$ cat config.mk
export PLATFORM = sky130hd
export DESIGN_NAME = burst_addr_seq
export DESIGN_NICKNAME = d
export VERILOG_FILES = /design/src/rtl/burst_seq_pkg.sv /design/src/rtl/burst_seq_decide.sv /design/src/rtl/burst_seq_beat_ctr.sv /design/src/rtl/burst_addr_seq.sv
export SDC_FILE = /design/constraint.sdc
export NUM_CORES = 1
export LEC_CHECK = 0
export ABC_AREA = 1
export BUFFER_PORTS_ARGS = -buffer_cell sky130_fd_sc_hd__buf_2
export CAP_MARGIN = 25
export CORE_MARGIN = 2
export CORE_UTILIZATION = 40
export CTS_BUF_LIST = sky130_fd_sc_hd__clkbuf_16
export CTS_CLUSTER_DIAMETER = 30
export DETAILED_ROUTE_END_ITERATION = 8
export MAX_ROUTING_LAYER = met4
export PLACE_DENSITY = 0.74
export SYNTH_ARGS = -nofsm -noshare
export SYNTH_HDL_FRONTEND = slang
export SYNTH_SLANG_ARGS = --single-unit
$ cat constraint.sdc
create_clock -name clk -period 1.1 [get_ports clk]
set_input_delay 0.22 -clock clk [delete_from_list [all_inputs] [get_ports clk]]
set_output_delay 0.22 -clock clk [all_outputs]
set_load 0.02 [all_outputs]
$ cat src/rtl/burst_seq_pkg.sv
package burst_seq_pkg;

  typedef enum logic [1:0] {
    KIND_FILL   = 2'd0,
    KIND_LINEWR = 2'd1,
    KIND_OTHER  = 2'd2,
    KIND_RSVD   = 2'd3
  } req_kind_e;

endpackage

$ cat src/rtl/burst_seq_decide.sv
module burst_seq_decide
  import burst_seq_pkg::*;
#(
  parameter int ADDR_W  = 32,
  parameter int OFS_W   = 3,
  parameter int LINE_W  = 5,
  parameter int BYTES_W = OFS_W + 1
) (
  input  logic [ADDR_W-1:0]  addr,
  input  logic [BYTES_W-1:0] nbytes_in,
  input  logic               cacheable,
  input  logic               writeback,
  input  logic               store,
  input  logic [1:0]         kind,
  output logic               is_burst,
  output logic [ADDR_W-1:0]  start_addr,
  output logic [BYTES_W-1:0] nbytes_out
);

  localparam logic [ADDR_W-1:0] DW_MASK   = ADDR_W'((64'd1 << OFS_W) - 1);
  localparam logic [ADDR_W-1:0] LINE_MASK = ADDR_W'((64'd1 << LINE_W) - 1);
  localparam logic [BYTES_W-1:0] DW_BYTES = BYTES_W'(64'd1 << OFS_W);

  req_kind_e kind_e;

  always_comb begin
    kind_e   = req_kind_e'(kind);
    is_burst = cacheable && (!store || writeback);
    if (!is_burst) begin
      start_addr = addr;
      nbytes_out = nbytes_in;
    end else if (kind_e == KIND_LINEWR) begin
      start_addr = addr & ~LINE_MASK;
      nbytes_out = DW_BYTES;
    end else begin
      start_addr = addr & ~DW_MASK;
      nbytes_out = DW_BYTES;
    end
  end

endmodule

$ cat src/rtl/burst_seq_beat_ctr.sv
module burst_seq_beat_ctr #(
  parameter int ADDR_W = 32,
  parameter int OFS_W  = 3,
  parameter int LINE_W = 5,
  parameter int IDX_W  = LINE_W - OFS_W
) (
  input  logic              clk,
  input  logic              rst_n,
  input  logic              load,
  input  logic [ADDR_W-1:0] start_addr,
  input  logic              burst_in,
  input  logic              adv,
  output logic [ADDR_W-1:0] beat_addr,
  output logic              last
);

  localparam logic [IDX_W-1:0] IDX_LAST = '1;

  logic [ADDR_W-1:0] addr_q, addr_d;
  logic [IDX_W-1:0]  cnt_q, cnt_d;
  logic              burst_q, burst_d;

  always_comb begin
    addr_d  = addr_q;
    cnt_d   = cnt_q;
    burst_d = burst_q;
    if (load) begin
      addr_d  = start_addr;
      cnt_d   = '0;
      burst_d = burst_in;
    end else if (adv && !last) begin
      addr_d[LINE_W-1:OFS_W] = addr_q[LINE_W-1:OFS_W] + IDX_W'(1);
      cnt_d = cnt_q + IDX_W'(1);
    end
  end

  always_ff @(posedge clk or negedge rst_n) begin
    if (!rst_n) begin
      addr_q  <= '0;
      cnt_q   <= '0;
      burst_q <= 1'b0;
    end else if (load || adv) begin
      addr_q  <= addr_d;
      cnt_q   <= cnt_d;
      burst_q <= burst_d;
    end
  end

  assign beat_addr = addr_q;
  assign last      = !burst_q || (cnt_q == IDX_LAST);

  assert_wrap_step_R6: assert property (@(posedge clk) disable iff (!rst_n)
    (adv && !load && burst_q && !last) |=>
      (beat_addr[LINE_W-1:OFS_W] == $past(beat_addr[LINE_W-1:OFS_W]) + IDX_W'(1)));

  assert_upper_fixed_R6: assert property (@(posedge clk) disable iff (!rst_n)
    (adv && !load) |=> (beat_addr[ADDR_W-1:LINE_W] == $past(beat_addr[ADDR_W-1:LINE_W])));

  assert_hold_addr_R7: assert property (@(posedge clk) disable iff (!rst_n)
    (!adv && !load) |=> $stable(beat_addr));

endmodule

$ cat src/rtl/burst_addr_seq.sv
module burst_addr_seq
  import burst_seq_pkg::*;
#(
  parameter int ADDR_W     = 32,
  parameter int DW_BYTES   = 8,
  parameter int LINE_BYTES = 32
) (
  input  logic              clk,
  input  logic              rst_n,
  input  logic              req_valid,
  output logic              req_ready,
  input  logic [ADDR_W-1:0] req_addr,
  input  logic [3:0]        req_bytes,
  input  logic              req_cacheable,
  input  logic              req_writeback,
  input  logic              req_store,
  input  logic [1:0]        req_kind,
  input  logic              beat_ack,
  output logic              xfer_active,
  output logic              burst_out,
  output logic [ADDR_W-1:0] beat_addr,
  output logic [3:0]        xfer_bytes,
  output logic              done
);

  localparam int OFS_W   = $clog2(DW_BYTES);
  localparam int LINE_W  = $clog2(LINE_BYTES);
  localparam int BYTES_W = 4;

  logic              active_q, active_d;
  logic              burst_q, burst_d;
  logic              done_q, done_d;
  logic [3:0]        bytes_q, bytes_d;
  logic              accept, fin, last;
  logic              dec_burst;
  logic [ADDR_W-1:0] dec_start;
  logic [3:0]        dec_bytes;

  burst_seq_decide #(
    .ADDR_W(ADDR_W), .OFS_W(OFS_W), .LINE_W(LINE_W), .BYTES_W(BYTES_W)
  ) u_decide (
    .addr       (req_addr),
    .nbytes_in  (req_bytes),
    .cacheable  (req_cacheable),
    .writeback  (req_writeback),
    .store      (req_store),
    .kind       (req_kind),
    .is_burst   (dec_burst),
    .start_addr (dec_start),
    .nbytes_out (dec_bytes)
  );

  burst_seq_beat_ctr #(
    .ADDR_W(ADDR_W), .OFS_W(OFS_W), .LINE_W(LINE_W)
  ) u_ctr (
    .clk        (clk),
    .rst_n      (rst_n),
    .load       (accept),
    .start_addr (dec_start),
    .burst_in   (dec_burst),
    .adv        (active_q && beat_ack),
    .beat_addr  (beat_addr),
    .last       (last)
  );

  assign req_ready = !active_q;
  assign accept    = req_valid && !active_q;
  assign fin       = active_q && beat_ack && last;

  always_comb begin
    active_d = active_q;
    burst_d  = burst_q;
    bytes_d  = bytes_q;
    done_d   = fin;
    if (accept) begin
      active_d = 1'b1;
      burst_d  = dec_burst;
      bytes_d  = dec_bytes;
    end else if (fin) begin
      active_d = 1'b0;
    end
  end

  always_ff @(posedge clk or negedge rst_n) begin
    if (!rst_n) begin
      active_q <= 1'b0;
      burst_q  <= 1'b0;
      bytes_q  <= '0;
      done_q   <= 1'b0;
    end else begin
      active_q <= active_d;
      done_q   <= done_d;
      if (accept) begin
        burst_q <= burst_d;
        bytes_q <= bytes_d;
      end
    end
  end

  assign xfer_active = active_q;
  assign burst_out   = active_q && burst_q;
  assign xfer_bytes  = bytes_q;
  assign done        = done_q;

  assert_accept_starts_R1: assert property (@(posedge clk) disable iff (!rst_n)
    (req_valid && req_ready) |=> (xfer_active && !done));

  assert_busy_keeps_type_R1: assert property (@(posedge clk) disable iff (!rst_n)
    (xfer_active && !fin) |=> ($stable(burst_out) && $stable(xfer_bytes)));

  assert_finish_pulse_R8: assert property (@(posedge clk) disable iff (!rst_n)
    fin |=> (done && !xfer_active));

  assert_done_single_R8: assert property (@(posedge clk) disable iff (!rst_n)
    done |=> !done);

  assert_burst_size_R6: assert property (@(posedge clk) disable iff (!rst_n)
    burst_out |-> (xfer_bytes == 4'(DW_BYTES)));

endmodule

Word level (Yosys, flattened, before mapping):

Cells that the tools add are included.

* logic and storage cells: 38
* output and inout bits: 40
* register bits after elaboration: 42

* eq/ne operators: 2
* add/sub/neg operators: 2
* muxes and demuxes: 9
* reduce and logical (&&, ||, !) cells: 17

Operators by type and width (number)
* two-way mux 5 bit: 2
* two-way mux 2 bit: 4
* logical AND 1 bit: 6
* adder 2 x 1 -> 2 bit, second input constant: 2
* zero test 1 bit: 4
* two-way mux 4 bit: 1
* AND reduction 2 bit: 2
* nonzero test 2 bit: 2
* logical OR 1 bit: 3
* equality test 2 x 1 -> 1 bit, second input constant: 1
* equality test 2 bit, second input constant: 1
* two-way mux 1 bit: 2

Depth between registers and ports, before layout:

Gate-level depths: netlist (run 1).

* depth after elaboration: 6
* depth in mapped cells: 8
* depth with buffers taken out: 7

Modules after synthesis:

Synthesis (run 1) repeated with hierarchy kept, for this count alone.

* cell total of the unflattened synthesis: 252
* area, all modules: 2050.7 µm²

By module, submodules not included
* burst_seq_beat_ctr: cells each 161, instances 1, area each 1426.4 µm², sequential area each 875.8 µm²
* burst_seq_decide: cells each 56, instances 1, area each 329.1 µm², sequential area each 0.0 µm²
* burst_addr_seq: cells each 35, instances 1, area each 295.3 µm², sequential area each 175.2 µm²

Worst setup path after synthesis (run 1):

No wires, ideal clock.

* path kind: register -> register
* start point: register active_q (netlist: xfer_active)
* end point: register u_ctr.addr_q[1] (netlist: u_ctr.beat_addr[1])
* setup slack: -0.095 ns
* stages on the path, launching flop included: 7
* arrival: 1.077 ns
* library setup time: 0.117 ns
* required time: 0.983 ns
* clock period less this slack: 1.195 ns
* buffers on the path: 2
* cells stage by stage: dfrtp_1 -> inv_2 -> nand2_4 -> buf_6 -> buf_6 -> nand2_1 -> nand2_1

* longest elaborated chain between the ends: 4
* elaborated cells between the ends (all ways): 5
* those cells by class: 5 x reduce/logical

Ends and longest elaborated chain
* start: declaration: RTL line burst_addr_seq.sv:30 `logic active_q, active_d;`
* start signal: assignment: RTL line burst_addr_seq.sv:91 `active_q <= active_d;`
* zero test 1 bit *
* named net req_ready: RTL line burst_addr_seq.sv:11 `output logic req_ready,`
* logical AND 1 bit *: RTL line burst_addr_seq.sv:67 `assign accept = req_valid && !active_q;`
* logical OR 1 bit: RTL line burst_seq_beat_ctr.sv:42 `end else if (load || adv) begin`
* AND reduction 2 bit (no line) *
* end signal: assignment: RTL line burst_seq_beat_ctr.sv:43 `addr_q <= addr_d;`
* end: declaration: RTL line burst_seq_beat_ctr.sv:19 `logic [ADDR_W-1:0] addr_q, addr_d;`

Mark *: on every way through the listed nets, which the timed path passes. The rest lies on a longest branch.
A chain may end at the register's enable or synchronous reset.

Worst setup path after layout (run 1):

* start point: register active_q (netlist: xfer_active)
* end point: output burst_out

* longest elaborated chain between the ends: 1

Ends and longest elaborated chain
* logical AND 1 bit: RTL line burst_addr_seq.sv:101 `assign burst_out = active_q && burst_q;`
* end: declaration: RTL line burst_addr_seq.sv:20 `output logic burst_out,`

Every way passes these cells.

==> qor.csv, run 1 <==
stage,metric,value,unit
grt,vias in the first global route,1354,
synth,Post-Synth XOR/XNOR Area,0.522,%
detailed_routing,DRT iter0 DRCs,74,
floorplanning,Ports,85,
sta,max-slew violations,0,
synth,Yosys reg bits,41,
clock_network,clock tree buffer depth,2,
setup_path,CP Launch Type,register,
floorplanning,placeable core region,4030,sq um
outcome,failing checks,setup timing,
job,Max-Cap Viols,0,
setup_path,FF-to-FF Start,xfer_active$_DFFE_PN0P_,
hold_path,Worst Hold End,u_ctr.beat_addr[18]$_DFFE_PN0P_,
clock_network,total CTS buffers,5,
placed_design,port bufs,84,
setup_path,Crit. End Element,primary output,
setup_path,reg2reg path depth,8,
setup_path,crit-path max FO,3,
floorplanning,Initial Util,41.7,%
floorplanning,Row Count,23,
synth,adder-cell share of the synthesized area,0.745,%
setup_path,critical path class,reg -> out,
detailed_routing,aggregate routed wire length,3940,um
power,part of the power in combinational logic,46.4,%
synth,multiplexer share of the synthesized area,0,%
detailed_routing,Via Count,1547,
sta,slew at the pin closest to its max-slew limit,0.278,ns
final_layout,final instance area,2480,sq um
hold_path,worst hold path depth,3,
power,power density over the cells,3030,nW/um^2
sta,relative slew slack,81.5,%
synth,sequential share of the synthesized area,61.1,%
placed_design,HPWL after DPL,2760,um
synth,count of cell types in the netlist,19,
floorplanning,Die Height,68.8,um
sta,final setup fails,43,
power,Clock power frac,18.5,%
hold_path,hold_sp,req_addr[18],
clock_network,CTS H-tree depth,2,
final_layout,number of fill cells,372,
floorplanning,die footprint,4730,sq um
sta,fmax,0.807,GHz
power,switching share of power,40.6,%
sta,"Hold Vio Cnt, Final",0,
setup_path,Critical Path RT,0.88,ns
sta,RSZ-0062 raised after global routing,yes,
placed_design,"worst slack, placed",-0.0398,ns
synth,Syn Inst Count,192,
final_layout,share of post-route cells with drive strength above 1,40.3,%
setup_path,critical path arrival,1.02,ns
clock_network,CTS tree,built,
synth,Synth Net Count,238,
grt,antenna violations before repair,0,
clock_network,Clock Sink Count,41,
sta,Setup WS post-layout,-0.140,ns
grt,gr usage total,17.8,%
sta,Hold Worst Slack,0.138,ns
placed_design,routability cong.,0.745,
power,sequential share of power,35.1,%
clock_network,CTS Root Cell,clkbuf_16,
grt,largest net degree at the start of global routing,23,
detailed_routing,first drt pass iteration count,4,
placed_design,placed cell area,2200,sq um
synth,Post-Synth Simple-Gate Area,29.7,%
clock_network,Worst-Skew Late Latency,0.28,ns
synth,Post-Synthesis Cell Area,1680,sq um
grt,total grt overflow,0,
synth,largest family of logic cells by synthesized area,simple AND/OR/NAND/NOR gates,
final_layout,ant diodes,0,
sta,min cycle time layout,1.24,ns
detailed_routing,WL/cell,11.4,um
detailed_routing,# DRC,0,
final_layout,synth-to-layout area growth,47.7,%
grt,first-pass GRT wire length,5980,um
final_layout,Final nets,340,
synth,syn avg cell area,8.75,sq um
final_layout,final core occ,61.6,%
hold_path,worst min-delay path class,in -> reg,
detailed_routing,Routed Antenna Nets,0,
sta,clk_skew,0.00170,ns
detailed_routing,vias per inst,4.48,
power,Static Leak,1.47,nW
synth,Syn. warnings,0,
setup_path,reg-to-reg endpoint,u_ctr.beat_addr[3]$_DFFE_PN0P_,
sta,Tcrit/Tclk final,113,%
outcome,outcome,"finished, violations left",
floorplanning,die width,68.8,um
setup_path,r2r setup slk,-0.11,ns
clock_network,Worst-path clk slew,0.06,ns
power,Psw,3.05,mW
power,Int Pwr,4.45,mW
power,peak supply drop,1.37,mV
synth,Compound-Gate Fraction of Synth Area,1.86,%
worst max-delay path by stage:
stage	startpoint	cells after the start	slack, ns	end
3_5_place_dp	u_ctr.cnt_q[1]$_DFFE_PN0P_	7	-0.04	u_ctr.cnt_q[1]$_DFFE_PN0P_
2_1_floorplan	xfer_active$_DFFE_PN0P_	6	-0.02	u_ctr.beat_addr[10]$_DFFE_PN0P_
3_3_place_gp	u_ctr.cnt_q[1]$_DFFE_PN0P_	7	0.01	u_ctr.beat_addr[3]$_DFFE_PN0P_
4_1_cts	xfer_active$_DFFE_PN0P_	3	-0.13	req_ready
5_1_grt	xfer_active$_DFFE_PN0P_	4	-0.17	burst_out
6_report	xfer_active$_DFFE_PN0P_	4	-0.14	burst_out
state kept, by name, summed over array words and instances (netlist names):
name	flops
u_ctr.beat_addr	32
xfer_bytes	4
u_ctr.cnt_q	2
burst_q	1
done	1
xfer_active	1
repair_timing:
action / CTS / global route
gates resized for setup: 18 / 5
hold buffers: 1 / 0
buffers inserted: 2 / 3
hold endpoints to repair: 41 / 0
pin swaps: 1 / 0
endpoints found under the setup margin: 6 / 44
cloned: 0 / 1
routing by layer:
metal,up-vias,share of wire [%],track usage [%],routed length [um]
li1,790,-,-,-
met1,697,45,23.1,1760
met2,58,48,27.4,1890
met3,2,6.9,5.84,273
met4,0,0.33,3.68,13
met5,-,0,-,0
cell type report:
cell class,count,area [sq um],area share (%)
Multi-Input combinational cell,134,563,22.7
Inverter,10,47.5,1.92
Timing Repair Buffer,102,637,25.7
Clock buffer,5,125,5.05
Sequential cell,41,1030,41.4
Clock inverter,3,17.5,0.706
Tap cell,50,62.6,2.52
layout by cell type, fill, tap and decap left out:
master and instances:
nand2_1 111, buf_2 80, dfrtp_1 40, buf_4 12, nand3_1 7, clkbuf_16 6, inv_1 5, buf_6 5
nor2_1 4, inv_2 3, a21oi_1 2, nand2_4 2, clkinv_2 2, buf_12 2, inv_4 1, inv_8 1
o22a_1 1, nand4_1 1, nand2_2 1, xor2_1 1, o21ai_0 1, o21a_1 1, or2_0 1, ha_2 1
clkinvlp_4 1, dlygate4sd3_1 1, buf_8 1, dfrtp_2 1
power groups by stage:
stage | combinational [mW] | sequential [mW] | clock [mW]
3_3_place_gp | 3.03 | 2.63 | 0
2_1_floorplan | 1.14 | 3.46 | 0
4_1_cts | 3.33 | 2.64 | 1.42
3_5_place_dp | 3.12 | 2.64 | 0
6_report | 3.48 | 2.64 | 1.39
5_1_grt | 3.84 | 2.73 | 1.51
Yosys cell counts:
cell	n	share of area, %
ha_1	1	0.75
o21ai_0	1	0.30
o22a_1	1	0.52
inv_2	1	0.22
buf_4	1	0.45
nor2_1	4	0.89
nand2_1	113	25
dfrtp_1	41	61
o21a_1	1	0.45
buf_2	2	0.60
a21oi_1	2	0.60
inv_1	8	1.8
nand2_4	1	0.67
or2_0	1	0.37
nand4_1	1	0.37
inv_4	1	0.37
nand3_1	7	2.1
buf_6	4	2.7
xor2_1	1	0.52
cell families (layout without fill, tap and decap cells):
kind of cell,Yosys count,count (layout)
fa+ha+maj,1,1
flops,41,41
xor+xnor,1,1
buf+inv,17,120
simple gates,127,127
compound gates,5,5
worst max-delay path, stage by stage, from the launching register on:
cell	delay, ns
dfrtp_2	0.42
buf_6	0.13
nand2_4	0.05
inv_2	0.03
buf_6	0.12
per-stage QoR:
stage | setup TNS, ns | total power [mW] | instances
after floorplan | -0.479 | 4.59 | 192
after global placement | 0 | 5.67 | 330
after detailed placement | -0.0925 | 5.76 | 330
after CTS | -2.12 | 7.38 | 341
after global routing | -5.14 | 8.07 | 345
final | -2.56 | 7.50 | 345
No activity file was read; power rests on OpenSTA's default activity.
==> run 2: changes to the inputs <==
Settings changed: ABC_CLOCK_PERIOD_IN_PS set to 1100, BUFFER_PORTS_ARGS -buffer_cell sky130_fd_sc_hd__buf_2 to not set, CORE_UTILIZATION 40 to 55, DONT_BUFFER_PORTS set to 1, PLACE_DENSITY 0.74 to 0.73, SETUP_SLACK_MARGIN set to 0.3.
==> qor.csv, run 2 (synthesis results as in run 1) <==
stage,metric,value,unit,change
outcome,outcome,"finished, violations left",,
outcome,failing checks,"hold timing, setup timing",,
sta,min cycle time layout,1.16,ns,-0.0762 ns
final_layout,fin cells,242,,-30%
floorplanning,Initial Util,56.4,%,+15 points
sta,max-slew violations,0,,unchanged
sta,slew at the pin closest to its max-slew limit,0.263,ns,-0.0156 ns
floorplanning,Ports,85,,unchanged
floorplanning,Die Height,59.3,um,-14%
clock_network,Clock Sink Count,41,,unchanged
sta,Setup WS post-layout,-0.0634,ns,+0.0762 ns
detailed_routing,Via Count,1258,,-19%
detailed_routing,vias per inst,5.20,,+16%
final_layout,multi-input logic area,576,sq um,+2.2%
setup_path,CP Launch Type,register,,
grt,first-pass GRT wire length,4900,um,-18%
floorplanning,die footprint,3510,sq um,-26%
power,Static Leak,1.07,nW,-27%
clock_network,CTS tree,built,,
detailed_routing,Routed Antenna Nets,0,,unchanged
clock_network,CTS H-tree depth,2,,unchanged
sta,clk_skew,0.00132,ns,-0.000388 ns
detailed_routing,first drt pass iteration count,4,,unchanged
setup_path,critical path class,reg -> out,,
final_layout,FF/Latch Area,1070,sq um,+4.1%
placed_design,port bufs,0,,-100%
final_layout,share of post-route cells with drive strength above 1,32.5,%,-7.8 points
detailed_routing,# DRC,0,,unchanged
grt,gr usage total,20.0,%,+2.2 points
final_layout,most frequent cells in the layout,"nand2_1, dfrtp_2, inv_1, clkbuf_16",,
setup_path,Crit. End Element,primary output,,
grt,total grt overflow,0,,unchanged
sta,RSZ-0062 raised after global routing,yes,,
setup_path,critical path arrival,0.94,ns,-0.08 ns
grt,largest net degree at the start of global routing,42,,+83%
final_layout,number of fill cells,252,,-32%
sta,Hold Worst Slack,-0.363,ns,-0.501 ns
sta,relative slew slack,82.5,%,+1.0 points
final_layout,Final nets,254,,-25%
power,peak supply drop,1.74,mV,+27%
placed_design,HPWL after DPL,2340,um,-15%
clock_network,Worst-path clk slew,0.06,ns,about the same
sta,Tcrit/Tclk final,106,%,-6.9 points
detailed_routing,DRT iter0 DRCs,38,,-49%
sta,final setup fails,9,,-79%
grt,antenna violations before repair,0,,unchanged
placed_design,"worst slack, placed",-0.0555,ns,-0.0157 ns
setup_path,Critical Path RT,0.88,ns,about the same
sta,fmax,0.860,GHz,+6.6%
final_layout,ant diodes,0,,unchanged
floorplanning,placeable core region,2980,sq um,-26%
setup_path,FF-to-FF Start,u_ctr.cnt_q[0]$_DFFE_PN0P_,,
power,power density over the cells,3340,nW/um^2,+10%
placed_design,routability cong.,0.695,,-6.7%
setup_path,Critical Path Start,xfer_active$_DFFE_PN0P_,,
detailed_routing,aggregate routed wire length,3500,um,-11%
floorplanning,Row Count,20,,-13%
detailed_routing,WL/cell,14.5,um,+27%
placed_design,Placed Cells,227,,-31%
setup_path,crit-path max FO,5,,+2
final_layout,synth-to-layout area growth,23.5,%,
clock_network,total CTS buffers,5,,unchanged
clock_network,clock tree buffer depth,2,,unchanged
clock_network,Worst-Skew Late Latency,0.27,ns,about the same
clock_network,CTS Root Cell,clkbuf_16,,
job,Max-Cap Viols,0,,unchanged
grt,vias in the first global route,1114,,-18%
hold_path,worst min-delay path class,in -> async,,
sta,"Hold Vio Cnt, Final",41,,+41
floorplanning,die width,59.3,um,-14%
final_layout,"commonest non-fill, non-tap cell in the layout",nand2_1,,
final_layout,flip-flop count of the largest register after layout,32,,unchanged
run 2: cell type report:
type	count	share of cell area [%]
clock buffers	5	6.03
flip-flops and latches	41	51.6
clock inverters	3	0.724
well taps	33	1.99
inverters	10	2.17
repair buffers	16	9.77
multi-input cells	134	27.7
run 2: layer usage:
metal | part of all wire, % | GRT usage [%] | up-vias
met1 | 40 | 21.0 | 582
met3 | 6.8 | 5.90 | 6
met2 | 51 | 34.5 | 55
met5 | 0 | - | -
met4 | 1.5 | 8.77 | 0
li1 | - | - | 615
run 2: stage by stage:
| stage | util, % | TNS [ns] | power [mW] | area [sq um] |
|---|---|---|---|---|
| after floorplan | - | -0.475 | 4.62 | 1700 |
| after global placement | 59.2 | 0 | 5.00 | 1760 |
| after detailed placement | 59.2 | -0.151 | 5.13 | 1760 |
| after CTS | 67.4 | -0.192 | 6.79 | 2010 |
| after global routing | 69.7 | -0.893 | 7.34 | 2070 |
| final | 69.7 | -0.298 | 6.93 | 2070 |
run 2: path summary, 6_finish.rpt:
kind | end | slack [ns] | depth (start not counted)
worst max-delay path | req_ready | -0.06 | 2
worst min-delay path | u_ctr.beat_addr[4]$_DFFE_PN0P_ | -0.36 | 0
worst max register to register | u_ctr.beat_addr[3]$_DFFE_PN0P_ | -0.06 | 7
worst min register to register | u_ctr.cnt_q[1]$_DFFE_PN0P_ | 0.51 | 2
max in group asynchronous | u_ctr.beat_addr[17]$_DFFE_PN0P_ | 1.37 | 0
min in group clk | u_ctr.beat_addr[26]$_DFFE_PN0P_ | 0.06 | 2
run 2: timing repair:
item	CTS	global route
gates cloned	0	2
endpoints found under the setup margin	81	81
setup buffers	4	1
gates resized for setup	44	2
endpoints found under the hold margin	41	41
pin swaps	3	2
run 2: critical path, cell delays in order (launching register included):
cell and delay [ns]:
dfrtp_2 0.44, inv_4 0.10, buf_6 0.12
run 2: where the power goes:
| part | switching, mW | internal (mW) | leakage (nW) |
|---|---|---|---|
| registers | 1.27 | 2.35 | 0.466 |
| clock network | 0.532 | 0.822 | 0.0724 |
| logic | 1.07 | 0.890 | 0.529 |
| total | 2.87 | 4.06 | 1.07 |
